--- config.mk ---
export PLATFORM = sky130hd
export DESIGN_NAME = pll_clkctl
export DESIGN_NICKNAME = d
export VERILOG_FILES = /design/src/rtl/pll_clkctl.sv
export SDC_FILE = /design/constraint.sdc
export NUM_CORES = 1
export LEC_CHECK = 0
export CELL_PAD_IN_SITES_DETAIL_PLACEMENT = 0
export CELL_PAD_IN_SITES_GLOBAL_PLACEMENT = 2
export CORE_MARGIN = 8
export CORE_UTILIZATION = 32
export DETAILED_ROUTE_END_ITERATION = 7
export GPL_ROUTABILITY_DRIVEN = 0
export PLACE_DENSITY = 0.95
export SYNTH_ARGS = -nofsm -noshare
export SYNTH_HDL_FRONTEND = slang
export SYNTH_SLANG_ARGS = --single-unit
export TNS_END_PERCENT = 5
--- constraint.sdc ---
create_clock -name clk -period 3.05 [get_ports clk]
set_input_delay 0.61 -clock clk [delete_from_list [all_inputs] [get_ports clk]]
set_output_delay 0.61 -clock clk [all_outputs]
set_load 0.01 [all_outputs]
--- src/rtl/pll_clkctl.sv ---
module pll_clkctl #(
  parameter int SETTLE_CYCLES = 32000
) (
  input  logic       clk,
  input  logic       rst_n,
  input  logic       wr_en,
  input  logic [7:0] wr_data,
  input  logic       stop_mode,
  output logic [7:0] rd_data,
  output logic       pll_en,
  output logic [1:0] pll_ratio,
  output logic       sysclk_sel,
  output logic [1:0] periph_sel,
  output logic       pll_active,
  output logic       settling,
  output logic       ratio_locked
);
  localparam int CW = $clog2(SETTLE_CYCLES + 1);
  localparam logic [CW-1:0] LOAD = CW'(SETTLE_CYCLES);

  logic [CW-1:0] cnt;
  logic          en_q, sel_q, lock_q;
  logic [1:0]    ratio_q, per_q;

  wire       w_en    = wr_data[1];
  wire       w_sel   = wr_data[5];
  wire [1:0] w_ratio = wr_data[3:2];

  wire ratio_take = wr_en && !lock_q && (w_ratio != 2'b00) &&
                    (w_ratio != ratio_q) && !w_sel;
  wire en_rise    = wr_en && w_en && !en_q;
  wire sel_take   = w_sel && w_en && en_q && (cnt == '0);

  always_ff @(posedge clk or negedge rst_n) begin
    if (!rst_n) begin
      en_q    <= 1'b1;
      ratio_q <= 2'b10;
      sel_q   <= 1'b0;
      per_q   <= 2'b00;
      lock_q  <= 1'b0;
    end else if (wr_en) begin
      en_q  <= w_en;
      per_q <= wr_data[7:6];
      sel_q <= sel_take;
      if (ratio_take) begin
        ratio_q <= w_ratio;
        lock_q  <= 1'b1;
      end
    end
  end

  always_ff @(posedge clk or negedge rst_n) begin
    if (!rst_n)                     cnt <= LOAD;
    else if (ratio_take || en_rise) cnt <= LOAD;
    else if (cnt != '0)             cnt <= cnt - 1'b1;
  end

  assign rd_data      = {per_q, sel_q, 1'b1, ratio_q, en_q, 1'b1};
  assign pll_en       = en_q;
  assign pll_ratio    = ratio_q;
  assign sysclk_sel   = sel_q;
  assign periph_sel   = per_q;
  assign pll_active   = en_q && !stop_mode;
  assign settling     = (cnt != '0);
  assign ratio_locked = lock_q;
endmodule


==> summary.md <==
| Metric | Value |
|---|---|
| Critical Path RT | `2.44 ns` |
| P_int | `0.000720 W` |
| Vias per Instance | `5.18` |
| RSZ-0062 raised after global routing | `false` |
| Post-CTS Setup Inserts | `0` |
| Synthesis Warnings | `0` |
| Initial antenna violation count | `0` |
| Sequential share of power | `43.4%` |
| Clock Sinks | `22` |
| Post-route cell area | `1540 µm²` |
| TritonCTS clock tree | `done` |
| Die area | `6050 µm²` |
| H-tree depth | `1` |
| Sequential-to-total area share from yosys stat | `45.9%` |
| #FFs+latches synth | `22` |
| Asr flop ratio synth | `100%` |
| CP max stage cell | `clkdlybuf4s50_1` |
| Peak supply drop | `0.358 mV` |
| CP Capture Type | `primary output` |
| Cell Rows | `22` |
| Most frequent CP cell | `inv_1` |
| ANT nets after route | `0` |
| Synth area leader | `dfrtp_1` |
| Count of different cell masters after synthesis | `35` |
| Max-cap violations | `0` |
| Gr ovfl total | `0` |
| Slew Viols, Final | `0` |
| Hold/Removal Path Class | `flop to flop` |
| Clock buffer depth | `2` |
| Startpoint Class | `flop` |
| FF-to-FF path depth | `6` |
| Fin Setup TNS | `0 ns` |
| Layout cells sized above 1 | `16.0%` |
| Yosys top cell area share | `28.7%` |
| Root buffer cell | `clkbuf_8` |
| Leak | `0.578 nW` |
| Worst Tran Pin Value | `0.877 ns` |
| Initial core utilization | `33.4%` |
| Net Sw Power | `0.000406 W` |
| Clk slew on worst S/H paths | `0.08 ns` |
| Primary FF master, synth | `dfrtp_1` |
| Dpl ws | `0.609 ns` |
| Dominant cells by area after synthesis | `dfrtp_1 (29%), dfstp_2 (17%), buf_4 (4.9%)` |
| Fmax | `400 MHz` |
| Syn Inst Count | `127` |
| Number of synthesized flops with an enable pin | `0` |
| P per Cell Area | `730 nW/µm²` |
| Max-slew headroom | `41.4%` |
| IO Port Bufs | `24` |
| Initial DRC count | `62` |
| Placed cell area | `1490 µm²` |
| Total track usage | `9.52%` |
| Largest net degree at the start of global routing | `21` |
| DP Wirelength | `2.15 mm` |
| Clk pwr share | `18.3%` |
| Setup violators final | `0` |
| Fin crit share | `82.0%` |
| Worst hold path cell count | `2` |
| Crit-path max FO | `5` |
| Syn Area/Cell | `9.62 µm²` |
| Avg WL per Cell | `14.0 µm` |
| DRC viols | `0` |
| Post-CTS Resized | `0` |
| Worst Skew | `0.00765 ns` |
| Die X-Extent | `77.8 µm` |
| Nets@finish | `164` |
| Vias | `1026` |
| Routed wire length | `2.77 mm` |
| CP max stage delay | `0.50 ns` |
| Crit Path Class | `flop to primary output` |
| Fin. Hold Viols | `0` |
| TritonCTS buffer count | `3` |
| Minimum clock period | `2.50 ns` |
| Router iterations before antenna repair | `4` |
| Status | `finished, final reports clean` |
| P&R area growth vs syn | `26.2%` |
| Mapped cell area | `1220 µm²` |
| Comb power frac | `38.3%` |
| CTS Hold Bufs | `0` |
| Sw Ratio | `36.0%` |
| CP Cell Sequence | `inv_1 -> ha_1 -> inv_1 -> nor4_1 -> nand4_1 -> clkdlybuf4s50_1` |
| First-pass GRT wire length | `4.70 mm` |
| Die height | `77.8 µm` |
| N_diodes | `0` |
| Worst path arrival time | `1.89 ns` |
| Setup WS post-layout | `0.549 ns` |
| # IOs | `29` |
| Clk_lat worst skew | `0.26 ns` |
| Core area | `3660 µm²` |
| Vias in the first global route | `971` |
==> registers in the layout, summed over array words and instances, names as in the netlist <==
| register | cells |
|---|---|
| sysclk_sel | 1 |
| cnt | 15 |
| pll_en | 1 |
| periph_sel | 2 |
| pll_ratio | 2 |
| ratio_locked | 1 |
==> cell families (layout without fill, tap and decap cells) <==
group | count (synthesis) | count (layout) | synth area share [%]
flops | 22 | 22 | 45.9
simple gates | 52 | 52 | 25.9
fa+ha+maj | 1 | 1 | 1.02
compound gates | 30 | 30 | 16.1
buf+inv | 18 | 40 | 8.09
mux | 3 | 3 | 2.66
other cells | 1 | 2 | 0.307
==> stage by stage <==
step                power (W)  hold slack, ns  util (%)  cells
CTS                   0.00114           0.497      42.1    198
finish                0.00113           0.494      42.1    198
detailed placement   0.000927           0.483      40.6    194
global placement     0.000911           0.478      40.6    194
global route          0.00122           0.519      42.1    198
floorplan            0.000768           0.314         -    128
==> cell type report <==
type | count | area, µm²
Tap cell | 48 | 60.1
Clock buffer | 4 | 55.1
Sequential cell | 22 | 561
Timing Repair Buffer | 28 | 270
Fill cell | 341 | 2120
Inverter | 8 | 30.0
Multi-Input combinational cell | 88 | 566
==> layout by cell type, fill, tap and decap left out, types with 3 or more instances in the layout <==
| cell | instances |
|---|---|
| clkdlybuf4s50_1 | 24 |
| dfrtp_1 | 14 |
| o21ai_0 | 9 |
| inv_1 | 8 |
| or3_1 | 8 |
| nand2_1 | 8 |
| a21oi_1 | 8 |
| dfstp_2 | 8 |
| nor2_1 | 7 |
| nor3_1 | 6 |
| or4_1 | 4 |
| clkbuf_8 | 4 |
| buf_4 | 4 |
| nor4_2 | 3 |
| nand4_1 | 3 |
| nand3_1 | 3 |
| o31ai_1 | 3 |
==> Yosys cell counts (all sizes together), types with 2 or more instances <==
master and number:
o21ai 9, and2 2, nor4 5, o31ai 3
inv 8, nor2 7, o41ai 2, mux2 2
o21bai 2, or3 8, nor3 6, nand2 8
dfrtp 14, a221o 2, a21oi 8, buf 9
or4 6, nand3 3, dfstp 8, nand4 3
==> worst max-delay path, delay by kind of cell (launching register included) <==
kind | cells | cell delay [ns]
buffers and inverters | 3 | 0.70
flip-flops | 1 | 0.40
AND/OR/NAND/NOR | 2 | 0.36
adder cells (fa/ha/maj) | 1 | 0.18
==> metal layers <==
| layer | global-route usage [%] | share of wire [%] | vias to the layer above |
|---|---|---|---|
| met3 | 2.30 | 3.4 | 2 |
| met2 | 15.2 | 50 | 15 |
| met4 | 3.96 | 1.4 | 0 |
| li1 | - | - | 511 |
| met1 | 11.9 | 45 | 498 |
| met5 | 0 | 0 | - |
==> worst paths after layout <==
path / endpoint / startpoint / slack (ns)
worst max-delay path: settling / cnt[0] / 0.55
worst min-delay path: cnt[14] / cnt[14] / 0.49
worst max register to register: cnt[1] / cnt[0] / 1.05
worst min register to register: cnt[14] / cnt[14] / 0.49
max in group asynchronous: cnt[10] / rst_n / 1.55
min in group asynchronous: pll_ratio[0] / rst_n / 0.84
==> power by group through the flow <==
stage	Clock [W]	Sequential [W]	Combinational, W
2_1_floorplan	0	0.000485	0.000283
3_3_place_gp	0	0.000487	0.000424
3_5_place_dp	0	0.000493	0.000434
4_1_cts	0.000216	0.000488	0.000437
5_1_grt	0.000231	0.000505	0.000482
6_report	0.000206	0.000489	0.000431
Note: power is estimated with default switching activity, not from simulation.
